<file path="src/rtl/hpt_pkg.sv">
package hpt_pkg;

    typedef enum logic [2:0] {
        ST_IDLE,
        ST_HDR_REQ,
        ST_HDR_WAIT,
        ST_BODY_REQ,
        ST_BODY_WAIT,
        ST_MARK_REF,
        ST_MARK_CHG,
        ST_REPLY
    } walk_state_e;

    localparam int unsigned GROUP_ENTRIES = 8;
    localparam int unsigned ENTRY_BYTES   = 8;
    localparam int unsigned WORD_BYTES    = 4;
    localparam int unsigned REF_BYTE_OFS  = 6;
    localparam int unsigned CHG_BYTE_OFS  = 7;
    localparam int unsigned REF_BIT       = 8;
    localparam int unsigned CHG_BIT       = 7;

endpackage

</file>
<file path="src/rtl/hpt_hash.sv">
module hpt_hash #(
    parameter int unsigned SEG_W     = 24,
    parameter int unsigned ADDR_W    = 32,
    parameter int unsigned PAGE_BITS = 12,
    parameter int unsigned PIDX_W    = 16,
    parameter int unsigned HASH_W    = 19,
    parameter int unsigned API_W     = 6,
    parameter int unsigned GRP_SHIFT = 6
) (
    input  logic [SEG_W-1:0]       seg,
    input  logic [ADDR_W-1:0]      ea,
    input  logic [ADDR_W-1:0]      mask,
    input  logic                   secondary,
    output logic [SEG_W+API_W:0]   tag,
    output logic [ADDR_W-1:0]      group_off
);
    localparam int unsigned TAG_W = SEG_W + API_W + 1;

    logic [PIDX_W-1:0] page_idx;
    logic [HASH_W-1:0] hash_pri;
    logic [HASH_W-1:0] hash_sel;

    always_comb begin
        page_idx  = ea[PAGE_BITS +: PIDX_W];
        hash_pri  = seg[HASH_W-1:0] ^ HASH_W'(page_idx);
        hash_sel  = secondary ? ~hash_pri : hash_pri;
        group_off = (ADDR_W'(hash_sel) << GRP_SHIFT) & mask;
        tag       = TAG_W'({seg, 1'b0, page_idx[PIDX_W-1 -: API_W]});
    end

endmodule

</file>
<file path="src/rtl/hpt_entry_cmp.sv">
module hpt_entry_cmp #(
    parameter int unsigned SEG_W  = 24,
    parameter int unsigned API_W  = 6,
    parameter int unsigned DATA_W = 32
) (
    input  logic [DATA_W-1:0]      hdr,
    input  logic [SEG_W+API_W:0]   tag,
    input  logic                   pass,
    output logic                   match
);
    localparam int unsigned FLAG_POS  = API_W;
    localparam int unsigned VALID_POS = DATA_W - 1;

    logic [SEG_W+API_W:0] hdr_tag;

    always_comb begin
        hdr_tag = {hdr[VALID_POS-1:FLAG_POS+1], 1'b0, hdr[API_W-1:0]};
        match   = hdr[VALID_POS] && (hdr[FLAG_POS] == pass) && (hdr_tag == tag);
    end

endmodule

</file>
<file path="src/rtl/hpt_walker.sv">
module hpt_walker
    import hpt_pkg::*;
#(
    parameter int unsigned SEG_W  = 24,
    parameter int unsigned ADDR_W = 32,
    parameter int unsigned DATA_W = 32
) (
    input  logic              clk,
    input  logic              rst_n,
    input  logic [ADDR_W-1:0] tbl_base,
    input  logic [ADDR_W-1:0] tbl_mask,
    input  logic              req_valid,
    output logic              req_ready,
    input  logic [SEG_W-1:0]  req_seg,
    input  logic [ADDR_W-1:0] req_ea,
    input  logic              req_store,
    output logic              rd_valid,
    input  logic              rd_ready,
    output logic [ADDR_W-1:0] rd_addr,
    input  logic              rd_resp_valid,
    input  logic [DATA_W-1:0] rd_resp_data,
    output logic              wr_valid,
    input  logic              wr_ready,
    output logic [ADDR_W-1:0] wr_addr,
    output logic [7:0]        wr_byte,
    output logic              rsp_valid,
    output logic              rsp_hit,
    output logic [ADDR_W-1:0] rsp_offset,
    output logic [DATA_W-1:0] rsp_word1,
    output logic [ADDR_W-1:0] rsp_raddr,
    output logic              rsp_no_write
);
    localparam int unsigned API_W     = 6;
    localparam int unsigned PAGE_BITS = 12;
    localparam int unsigned TAG_W     = SEG_W + API_W + 1;
    localparam int unsigned SLOT_W    = $clog2(GROUP_ENTRIES);
    localparam int unsigned ENT_SHIFT = $clog2(ENTRY_BYTES);
    localparam logic [SLOT_W-1:0] LAST_SLOT = SLOT_W'(GROUP_ENTRIES - 1);

    walk_state_e state_q, state_d;

    logic [SEG_W-1:0]  seg_q;
    logic [ADDR_W-1:0] ea_q;
    logic              store_q;
    logic              pass_q;
    logic [SLOT_W-1:0] slot_q;
    logic              hit_q;
    logic [DATA_W-1:0] body_q;

    logic [TAG_W-1:0]  cmp_tag;
    logic [ADDR_W-1:0] group_off;
    logic [ADDR_W-1:0] entry_off;
    logic              hdr_match;
    logic              need_chg;

    hpt_hash #(
        .SEG_W     (SEG_W),
        .ADDR_W    (ADDR_W),
        .PAGE_BITS (PAGE_BITS),
        .API_W     (API_W)
    ) u_hash (
        .seg       (seg_q),
        .ea        (ea_q),
        .mask      (tbl_mask),
        .secondary (pass_q),
        .tag       (cmp_tag),
        .group_off (group_off)
    );

    hpt_entry_cmp #(
        .SEG_W  (SEG_W),
        .API_W  (API_W),
        .DATA_W (DATA_W)
    ) u_cmp (
        .hdr   (rd_resp_data),
        .tag   (cmp_tag),
        .pass  (pass_q),
        .match (hdr_match)
    );

    assign entry_off = group_off + (ADDR_W'(slot_q) << ENT_SHIFT);
    assign need_chg  = store_q && !body_q[CHG_BIT];

    // next-state logic
    always_comb begin
        state_d = state_q;
        unique case (state_q)
            ST_IDLE:      if (req_valid) state_d = ST_HDR_REQ;
            ST_HDR_REQ:   if (rd_ready) state_d = ST_HDR_WAIT;
            ST_HDR_WAIT: begin
                if (rd_resp_valid) begin
                    if (hdr_match)                       state_d = ST_BODY_REQ;
                    else if (pass_q && slot_q == LAST_SLOT) state_d = ST_REPLY;
                    else                                  state_d = ST_HDR_REQ;
                end
            end
            ST_BODY_REQ:  if (rd_ready) state_d = ST_BODY_WAIT;
            ST_BODY_WAIT: begin
                if (rd_resp_valid) begin
                    if (!rd_resp_data[REF_BIT])                  state_d = ST_MARK_REF;
                    else if (store_q && !rd_resp_data[CHG_BIT])  state_d = ST_MARK_CHG;
                    else                                         state_d = ST_REPLY;
                end
            end
            ST_MARK_REF:  if (wr_ready) state_d = need_chg ? ST_MARK_CHG : ST_REPLY;
            ST_MARK_CHG:  if (wr_ready) state_d = ST_REPLY;
            ST_REPLY:     state_d = ST_IDLE;
            default:      state_d = ST_IDLE;
        endcase
    end

    // state register
    always_ff @(posedge clk or negedge rst_n) begin
        if (!rst_n) state_q <= ST_IDLE;
        else        state_q <= state_d;
    end

    // walk context
    always_ff @(posedge clk or negedge rst_n) begin
        if (!rst_n) begin
            seg_q   <= '0;
            ea_q    <= '0;
            store_q <= 1'b0;
            pass_q  <= 1'b0;
            slot_q  <= '0;
            hit_q   <= 1'b0;
            body_q  <= '0;
        end else begin
            unique case (state_q)
                ST_IDLE: begin
                    if (req_valid) begin
                        seg_q   <= req_seg;
                        ea_q    <= req_ea;
                        store_q <= req_store;
                        pass_q  <= 1'b0;
                        slot_q  <= '0;
                        hit_q   <= 1'b0;
                        body_q  <= '0;
                    end
                end
                ST_HDR_WAIT: begin
                    if (rd_resp_valid && !hdr_match && !(pass_q && slot_q == LAST_SLOT)) begin
                        if (slot_q == LAST_SLOT) begin
                            slot_q <= '0;
                            pass_q <= 1'b1;
                        end else begin
                            slot_q <= slot_q + 1'b1;
                        end
                    end
                end
                ST_BODY_WAIT: begin
                    if (rd_resp_valid) begin
                        body_q <= rd_resp_data;
                        hit_q  <= 1'b1;
                    end
                end
                default: ;
            endcase
        end
    end

    // outputs
    always_comb begin
        req_ready    = (state_q == ST_IDLE);
        rd_valid     = (state_q == ST_HDR_REQ) || (state_q == ST_BODY_REQ);
        rd_addr      = tbl_base + entry_off
                     + ((state_q == ST_BODY_REQ) ? ADDR_W'(WORD_BYTES) : '0);
        wr_valid     = (state_q == ST_MARK_REF) || (state_q == ST_MARK_CHG);
        wr_addr      = tbl_base + entry_off
                     + ((state_q == ST_MARK_CHG) ? ADDR_W'(CHG_BYTE_OFS) : ADDR_W'(REF_BYTE_OFS));
        wr_byte      = (state_q == ST_MARK_CHG) ? (body_q[7:0] | 8'h80)
                                                : (body_q[15:8] | 8'h01);
        rsp_valid    = (state_q == ST_REPLY);
        rsp_hit      = hit_q;
        rsp_offset   = hit_q ? entry_off : '0;
        rsp_word1    = hit_q ? body_q : '0;
        rsp_raddr    = hit_q ? {body_q[DATA_W-1:PAGE_BITS], ea_q[PAGE_BITS-1:0]} : '0;
        rsp_no_write = hit_q && !store_q && !body_q[CHG_BIT];
    end


    rd_hold_chk: assert property (@(posedge clk) disable iff (!rst_n)
        rd_valid && !rd_ready |=> rd_valid && $stable(rd_addr));


    wr_hold_chk: assert property (@(posedge clk) disable iff (!rst_n)
        wr_valid && !wr_ready |=> wr_valid && $stable(wr_addr) && $stable(wr_byte));


    port_excl_chk: assert property (@(posedge clk) disable iff (!rst_n)
        !(rd_valid && wr_valid));


    ref_byte_chk: assert property (@(posedge clk) disable iff (!rst_n)
        wr_valid && wr_addr[2:0] == 3'd6 |-> wr_byte[0]);


    chg_byte_chk: assert property (@(posedge clk) disable iff (!rst_n)
        wr_valid && wr_addr[2:0] == 3'd7 |-> wr_byte[7] && store_q);


    miss_zero_chk: assert property (@(posedge clk) disable iff (!rst_n)
        rsp_valid && !rsp_hit |-> rsp_offset == '0 && !rsp_no_write && rsp_raddr == '0);


    reply_pulse_chk: assert property (@(posedge clk) disable iff (!rst_n)
        rsp_valid |=> !rsp_valid && req_ready);

endmodule

</file>
<file path="config.mk">
export PLATFORM = sky130hd
export DESIGN_NAME = hpt_walker
export DESIGN_NICKNAME = d
export VERILOG_FILES = /design/src/rtl/hpt_pkg.sv /design/src/rtl/hpt_hash.sv /design/src/rtl/hpt_entry_cmp.sv /design/src/rtl/hpt_walker.sv
export SDC_FILE = /design/constraint.sdc
export NUM_CORES = 1
export LEC_CHECK = 0
export ABC_AREA = 1
export BUFFER_PORTS_ARGS = -buffer_cell sky130_fd_sc_hd__buf_4
export CELL_PAD_IN_SITES_DETAIL_PLACEMENT = 1
export CELL_PAD_IN_SITES_GLOBAL_PLACEMENT = 1
export CORE_MARGIN = 2
export CORE_UTILIZATION = 35
export DETAILED_ROUTE_END_ITERATION = 10
export GPL_TIMING_DRIVEN = 0
export PLACE_DENSITY_LB_ADDON = 0.08
export RECOVER_POWER = 50
export REMOVE_ABC_BUFFERS = 1
export SLEW_MARGIN = 20
export SYNTH_ARGS = -nofsm -noshare
export SYNTH_HDL_FRONTEND = slang
export SYNTH_HIERARCHICAL = 1
export SYNTH_SLANG_ARGS = --single-unit
</file>
<file path="constraint.sdc">
create_clock -name clk -period 4.7 [get_ports clk]
set_input_delay 0.47 -clock clk [delete_from_list [all_inputs] [get_ports clk]]
set_output_delay 0.47 -clock clk [all_outputs]
set_load 0.01 [all_outputs]
</file>
# [Yosys cells after proc, flatten, opt, wreduce, memory -nomap -nowiden]
# Cells that the tools add are included.
[word_totals] word_cells=92 register_bits=93 out_inout_bits=174
[op_classes] bitwise_logic=3 reduce_logical=24 muxes=33 n_addsub=5 n_eq_ne=19
[ops] operator="32-bit 2-to-1 mux" count=5
[ops] operator="32-bit by 3-bit adder with 32-bit output" count=2
[ops] operator="32-bit case mux with 2 select lines" count=1
[ops] operator="3-bit 2-to-1 mux" count=13
[ops] operator="32-bit adder" count=1
[ops] operator="32-bit by 6-bit adder with 32-bit output" count=1
[ops] operator="25-bit by 32-bit bitwise AND with 32-bit output" count=1
[ops] operator="30-bit equality test" count=1
[ops] operator="3-bit case mux with 8 select lines" count=1
[ops] operator="19-bit 2-to-1 mux" count=1
[ops] operator="19-bit NOT" count=1
[ops] operator="19-bit by 16-bit XOR with 19-bit output" count=1
[ops] operator="2-bit != test (second input constant)" count=9
[ops] operator="3-bit equality test (second input constant)" count=5
[ops] operator="1-bit logical AND" count=9
[ops] operator="8-bit 2-to-1 mux" count=1
[ops] operator="1-bit 2-to-1 mux" count=7
[ops] operator="7-bit AND reduction" count=1
[ops] operator="3-bit by 2-bit equality test with 1-bit output (second input constant)" count=2
[ops] operator="3-bit case mux with 2 select lines" count=1
[ops] operator="3-bit AND reduction" count=2
[ops] operator="1-bit zero test" count=5
[ops] operator="1-bit case mux with 2 select lines" count=2
[ops] operator="4-bit AND reduction" count=1
[ops] operator="other kinds (8)" count=10

# [Longest topological paths before layout]
# Gate-level depths: netlist (run 1).
[depth] word_depth=8 depth_mapped=33

# [Cells and area by module]
# Netlist (run 1), hierarchy kept.
[modules_own_cells] mod="hpt_walker" cells_per_inst=1639 seq_area_each_um2=2427.3 area_each_um2=9654.3 instances=1
[modules_own_cells] mod="hpt_hash" cells_per_inst=221 seq_area_each_um2=0.0 area_each_um2=1024.7 instances=1
[modules_own_cells] mod="hpt_entry_cmp" cells_per_inst=172 seq_area_each_um2=0.0 area_each_um2=651.9 instances=1

# [Worst setup path before layout (run 1)]
# OpenSTA, ideal clock, no wires.
[synth_timing] path_type="register to output" start="reg pass_q" end="out wr_addr[23]" t_arrival_ps=3030 stages_incl_launch_ff=23 path_buffers=1 setup_slack_ps=1200 required_time_ps=4230 cell_sequence="dfrtp_1 -> buf_2 -> nand3_1 -> nand2_1 -> nor2_1 -> or2_2 -> nand2_1 -> inv_1 -> ha_1 -> nand2_1 -> nor2_1 -> nand2_1 -> inv_1 -> nand2_1 -> nand2_1 -> nand2_1 -> nand2_1 -> nand2_1 -> nor2_2 -> nand2_1 -> nor2_2 -> nand2_1 -> xor2_1"
[synth_between] elab_chain_cells=5
[synth_lines] item="from (decl)" line="hpt_walker.sv:45" text="logic pass_q;"
[synth_lines] item="from (signal assigned)" line="hpt_walker.sv:124" text="pass_q <= 1'b0;"
[synth_lines] item="from (signal assigned)" line="hpt_walker.sv:135" text="pass_q <= 1'b0;"
[synth_lines] item="from (signal assigned)" line="hpt_walker.sv:145" text="pass_q <= 1'b1;"
[synth_lines] item="19-bit 2-to-1 mux" line="hpt_hash.sv:26" text="hash_sel = secondary ? ~hash_pri : hash_pri;"
[synth_lines] item="25-bit by 32-bit bitwise AND with 32-bit output" line="hpt_hash.sv:27" text="group_off = (ADDR_W'(hash_sel) << GRP_SHIFT) & mask;"
[synth_lines] item="via group_off[12]" line="hpt_walker.sv:51" text="logic [ADDR_W-1:0] group_off;"
[synth_lines] item="32-bit by 6-bit adder with 32-bit output" line="hpt_walker.sv:81" text="assign entry_off = group_off + (ADDR_W'(slot_q) << ENT_SHIFT);"
[synth_lines] item="32-bit adder" line="hpt_walker.sv:169" text="wr_addr = tbl_base + entry_off"
[synth_lines] item="32-bit by 3-bit adder with 32-bit output" line="hpt_walker.sv:170" text="+ ((state_q == ST_MARK_CHG) ? ADDR_W'(CHG_BYTE_OFS) : ADDR_W'(REF_BYTE_OFS));"
[synth_lines] item="to (decl)" line="hpt_walker.sv:24" text="output logic [ADDR_W-1:0] wr_addr,"
# The timed path passes the listed nets, and every way through them passes these cells.

# [Worst setup path in the final report (run 1)]
[layout_timing] start="reg pass_q" end="out wr_addr[29]"
# The elaborated chain is that of the path after synthesis.

==> run_results.csv, run 1 <==
group,metric,value,unit
drt,ant_nets,0,
sta,setup_viol,0,
placement,placed_area,13500,µm²
flow_run,maxCapViolCount,2,
cts,holdBufCountCts,0,
sta,finalWorstSetupSlack,241,ps
drt,drc,0,
cts,clockBufferDepth,2,
power_and_ir_drop,peakVddDrop,0.222,mV
outcome,status,"finished, violations left",
outcome,violations,"max-capacitance violations, max-slew violations",
placement,dp_cells,2640,
placement,dp_slack,-690,ps
finish,syn2layout_area_growth,27.1,%
sta,tightest_slew,2470,ps
cts,cts-buffers-inserted,9,
drt,vias,12700,
synth,syn_avg_cell_area,5.55,µm²
cts,htreeDepth,3,
die,initial_core_util,0.355,
sta,setup_tns,0,ps
drt,drt_iter0_drc,416,
critical_path,crit_arrival,3990,ps
global_routing,grt_usage,0.260,
global_routing,grt_start_max_net_pins,94,
critical_path,critPathKind,"flip-flop to primary output",
critical_path,cp.required,4230,ps
finish,post-route-util,0.452,
placement,io_buffers,305,
global_routing,grt_pass1_wl,67400,µm
sta,maxSlewViolCount,147,
sta,timing.fmax,224,MHz
die,coreArea,31500,µm²
critical_path,cp-start-kind,"flip-flop",
min_path,min_path_type,"input pin to flip-flop",
cts,root_buffer,"clkbuf_16",
drt,avgRoutedWirePerCell,16.5,µm
global_routing,grt_pass1_vias,13000,
finish,fin_area,14200,µm²
die,die_x,183,µm
power_and_ir_drop,total_power,8.38,mW
synth,synth_area,11200,µm²
power_and_ir_drop,powerDensity,589,nW/µm²
cts,cts_tree,"built",
global_routing,antenna_found_initial,5,
sta,hold_violations,0,
synth,yosysWarnings,6,
global_routing,overflow,0,
die,num_rows,65,
drt,wl,44100,µm
power_and_ir_drop,leakage,8.42,nW
cts,clk_latency,360,ps
sta,finalClockSkew,12.6,ps
drt,drt_pass1_iterations,4,
placement,gp_congestion,0.899,
drt,avgViaCountPerCell,4.76,
placement,hpwlAfterDp,36400,µm
synth,synthCells,2016,
cts,cts.sinks,93,
sta,whs,310,ps
die,num_io_pins,333,
critical_path,worstPathMaxFanout,16,
sta,period_share,0.949,
finish,nNetsFinal,2461,
sta,period_needed,4460,ps
finish,n_fill_cell,4486,
cts,clkTransAtPathRegs,70,ps
die,die_area,33400,µm²
sta,max-slew-margin-rel,-0.644,
die,chipHeight,183,µm
finish,fin_cells,2671,
finish,drive_gt1_frac,0.198,
critical_path,cp-end-kind,"primary output",
area by class of cell:
class | instances | area, µm² | area share
Clock inverter | 5 | 81.3 | 0.00572
Clock buffer | 11 | 243 | 0.0171
Timing Repair Buffer | 319 | 2250 | 0.158
Antenna cell | 4 | 10.0 | 0.000704
Multi-Input combinational cell | 1433 | 7270 | 0.511
Inverter | 404 | 1530 | 0.107
Sequential cell | 93 | 2330 | 0.164
Tap cell | 402 | 503 | 0.0354
timing repair:
| action | CTS | global route |
|---|---|---|
| cloned | 0 | 1 |
| gates resized for setup | 23 | 121 |
| endpoints found under the setup margin | 48 | 42 |
| buffers inserted | 4 | 6 |
| pin swaps | 2 | 15 |
state kept, by name (all words and copies together), names as in the netlist:
name	cells
ea_q	28
pass_q	1
body_q	32
slot_q	3
store_q	1
rsp_hit	1
state_q	3
seg_q	24
worst paths after layout:
path	from	endpoint	slack, ps	cells past startpoint
min in group asynchronous	rst_n	ea_q[7]	860	1
worst max register to register	state_q[2]	body_q[8]	530	8
worst min-delay path	req_ea[3]	ea_q[3]	310	3
max in group asynchronous	rst_n	pass_q	2120	1
worst min register to register	ea_q[8]	ea_q[8]	480	2
worst max-delay path	pass_q	wr_addr[29]	240	22
routing by layer:
metal | share of wire | GRT usage
met1 | 0.39 | 0.277
met2 | 0.52 | 0.493
met5 | 0.00036 | 0
met3 | 0.046 | 0.0477
met4 | 0.046 | 0.120
cells in the final DEF (no fill, tap or decap), types with 3 or more instances in the layout:
| cell type | count |
|---|---|
| or2_2 | 4 |
| nand2_2 | 48 |
| and2_1 | 6 |
| nor2_1 | 149 |
| nand3_1 | 135 |
| inv_1 | 391 |
| o21ai_0 | 31 |
| nor3_1 | 19 |
| dfrtp_1 | 92 |
| ha_1 | 28 |
| inv_2 | 11 |
| xnor2_1 | 9 |
| a21oi_1 | 17 |
| nand2_4 | 4 |
| xor2_1 | 47 |
| ha_4 | 4 |
| xor2_2 | 6 |
| nand4_1 | 35 |
| nor2_2 | 30 |
| nor3_4 | 3 |
| nand2_1 | 768 |
| ha_2 | 8 |
| o21ai_1 | 5 |
| buf_4 | 256 |
| clkbuf_16 | 10 |
| clkbuf_1 | 58 |
| nand3_2 | 4 |
| conb_1 | 14 |
| nor2_4 | 35 |
| a21oi_2 | 3 |
| diode_2 | 4 |
report_power, final:
group          switching [mW]  internal (mW)  total [mW]
clock                   0.334          0.483       0.816
sequential              0.406           1.16        1.56
combinational            3.83           2.17        6.00
total                    4.57           3.81        8.38
worst max-delay path, cell delays in order, from the launching register on:
cell and delay, ps:
dfrtp_4 590, inv_8 160, nand2_1 80, nand2_1 70, nor2_1 60, inv_1 110, xor2_2 220, inv_1 80
ha_2 390, nand2_1 100, nor2_1 200, nand2_1 180, nor2_1 120, nand2_1 100, nand4_1 100, nand2_1 130
nor2_4 160, nand3_1 130, nor2_4 240, nand3_1 110, nand2_1 70, nand2_1 60, buf_4 150
Note: power is estimated with default switching activity, not from simulation.
==> run 2, diff against run 1 <==
--- a/config.mk
+++ b/config.mk
@@ -5,12 +5,11 @@
 export SDC_FILE = /design/constraint.sdc
 export NUM_CORES = 1
 export LEC_CHECK = 0
-export ABC_AREA = 1
 export BUFFER_PORTS_ARGS = -buffer_cell sky130_fd_sc_hd__buf_4
 export CELL_PAD_IN_SITES_DETAIL_PLACEMENT = 1
 export CELL_PAD_IN_SITES_GLOBAL_PLACEMENT = 1
 export CORE_MARGIN = 2
-export CORE_UTILIZATION = 35
+export CORE_UTILIZATION = 37
 export DETAILED_ROUTE_END_ITERATION = 10
 export GPL_TIMING_DRIVEN = 0
 export PLACE_DENSITY_LB_ADDON = 0.08
==> run_results.csv, run 2 <==
group,metric,value,unit
outcome,status,"finished, violations left",
outcome,violations,"max-capacitance violations, max-slew violations, negative setup slack",
finish,top_register,"body_q",
drt,avgViaCountPerCell,5.20,
sta,setup_viol,26,
sta,finalWorstSetupSlack,-418,ps
critical_path,rr_startpoint,"rsp_hit",
critical_path,startpoint,"pass_q",
drt,drt_pass1_iterations,4,
finish,post-route-util,0.521,
critical_path,critPathCapture,"wr_addr[31]",
sta,period_share,1.09,
sta,timing.fmax,195,MHz
die,coreArea,25300,µm²
die,initial_core_util,0.379,
sta,whs,302,ps
drt,drc,0,
finish,drive_gt1_frac,0.336,
placement,dp_slack,-1450,ps
sta,period_needed,5120,ps
cts,clockBufferDepth,2,
sta,hold_violations,0,
synth,syn_avg_cell_area,7.84,µm²
die,chipHeight,165,µm
finish,largest_register_ffs,32,
sta,max-slew-margin-rel,-0.629,
sta,tightest_slew,2440,ps
synth,synthCells,1224,
critical_path,ff2ff_path_depth,2,
critical_path,r2r_end,"rsp_hit",
global_routing,antenna_found_initial,0,
cts,clkTransAtPathRegs,70,ps
placement,placed_area,11700,µm²
global_routing,overflow,0,
critical_path,cp_cell_sequence,"buf_8, xnor3_4, nor2b_4, xnor2_2, ha_4, buf_6, and2_4, a21bo_4, o21a_4, or3_4, and2_4, or4_4, nor4_4, and4b_1, xnor2_1, buf_4",
finish,n_fill_cell,3133,
sta,rsz0062_at_grt,"true",
finish,diodes,0,
power_and_ir_drop,leakage,6.34,nW
critical_path,cp.required,4230,ps
critical_path,critPathKind,"flip-flop to primary output",
placement,gp_congestion,0.846,
critical_path,crit_arrival,4650,ps
critical_path,cp-end-kind,"primary output",
cts,root_buffer,"clkbuf_16",
drt,vias,9549,
finish,fin_cells,1838,
sta,finalClockSkew,11.2,ps
sta,setup_tns,-7540,ps
finish,mostFrequentLayoutCell,"buf_4",
finish,reg_top3,"body_q: 32 flops, ea_q: 28 flops, seg_q: 24 flops",
cts,cts_tree,"built",
global_routing,grt_usage,0.248,
placement,hpwlAfterDp,26200,µm
global_routing,grt_pass1_wl,52900,µm
cts,clk_latency,350,ps
min_path,min_path_type,"input pin to flip-flop",
finish,final_cell_mix,"339 x buf_4, 311 x nand2_1, 92 x dfrtp_1",
finish,fin_area,13200,µm²
drt,wl,34600,µm
power_and_ir_drop,total_power,8.50,mW
sta,maxSlewViolCount,138,
global_routing,grt_start_max_net_pins,94,
synth,yosysWarnings,6,
drt,ant_nets,0,
synth,synth_area,9590,µm²
die,num_io_pins,333,
finish,syn2layout_area_growth,37.5,%
cts,holdBufCountCts,0,
drt,avgRoutedWirePerCell,18.8,µm
placement,dp_cells,1760,
critical_path,cp-start-kind,"flip-flop",
critical_path,worstPathMaxFanout,8,
finish,nNetsFinal,1704,
flow_run,maxCapViolCount,2,
drt,drt_iter0_drc,380,
cts,cts.sinks,93,
placement,io_buffers,305,
power_and_ir_drop,peakVddDrop,0.447,mV
critical_path,path_common_cell,"and2_4",
die,num_rows,58,
critical_path,cp_slowest_stage_delay,570,ps
cts,htreeDepth,3,
cts,cts-buffers-inserted,9,
die,die_area,27200,µm²
die,die_x,165,µm
critical_path,crit_slowest_cell,"or4_4",
critical_path,r2r_slack,2100,ps
global_routing,grt_pass1_vias,9938,
power_and_ir_drop,powerDensity,645,nW/µm²
## run 2: cell count changes in the layout (fill, tap and decap cells not counted), moves of 33 or more
cell and delta:
nand2_1 -457, nor2_4 -33, buf_4 +83, and2_0 +40, nand3_1 -108, nor2_1 -106, inv_1 -370, and2_1 +44
nand2_2 -44, xnor2_1 +55
## run 2: worst min path at each step
stage                    start   endpoint  depth (start not counted)
floorplan                rst_n  body_q[0]                          0
global placement      ea_q[10]   ea_q[10]                          2
detailed placement     ea_q[9]    ea_q[9]                          2
CTS                      rst_n   ea_q[11]                          1
global route         req_ea[4]    ea_q[4]                          3
finish              req_ea[11]   ea_q[11]                          3
## run 2: report_power, final
part           leakage [nW]  switching, mW  internal, mW
clock                 0.154          0.346         0.439
combinational          4.99           3.28          2.97
sequential             1.19          0.345          1.12
## run 2: layout make-up
class / count / area, µm² / share of cell area
Clock buffer: 10 / 239 / 0.0181
Clock inverter: 6 / 77.6 / 0.00588
Inverter: 21 / 78.8 / 0.00598
Multi-Input combinational cell: 1005 / 7290 / 0.553
Sequential cell: 93 / 2330 / 0.177
Tap cell: 330 / 413 / 0.0313
Timing Repair Buffer: 373 / 2760 / 0.209
## run 2: worst max-delay path: cells and delay by family (launching register included)
kind            cells  cell delay [ps]
compound gates      2              430
xor+xnor            3              600
fa+ha+maj           1              160
buf+inv             3              410
flops               1              560
simple gates        7             2120
## run 2: what timing repair did
action | 4_1_cts | 5_1_grt
resized for setup | 125 | 32
setup endpoints to repair | 48 | 35
pin swaps | 52 | 31
buffers inserted | 40 | 22
## run 2: per-layer routing
layer	wire length, µm	share of wire	GRT usage	vias to the layer above
li1	-	-	-	4593
met1	13700	0.40	0.290	4635
met2	18100	0.52	0.462	274
met3	1970	0.057	0.0507	47
met4	764	0.022	0.0561	0
met5	0	0	0	-
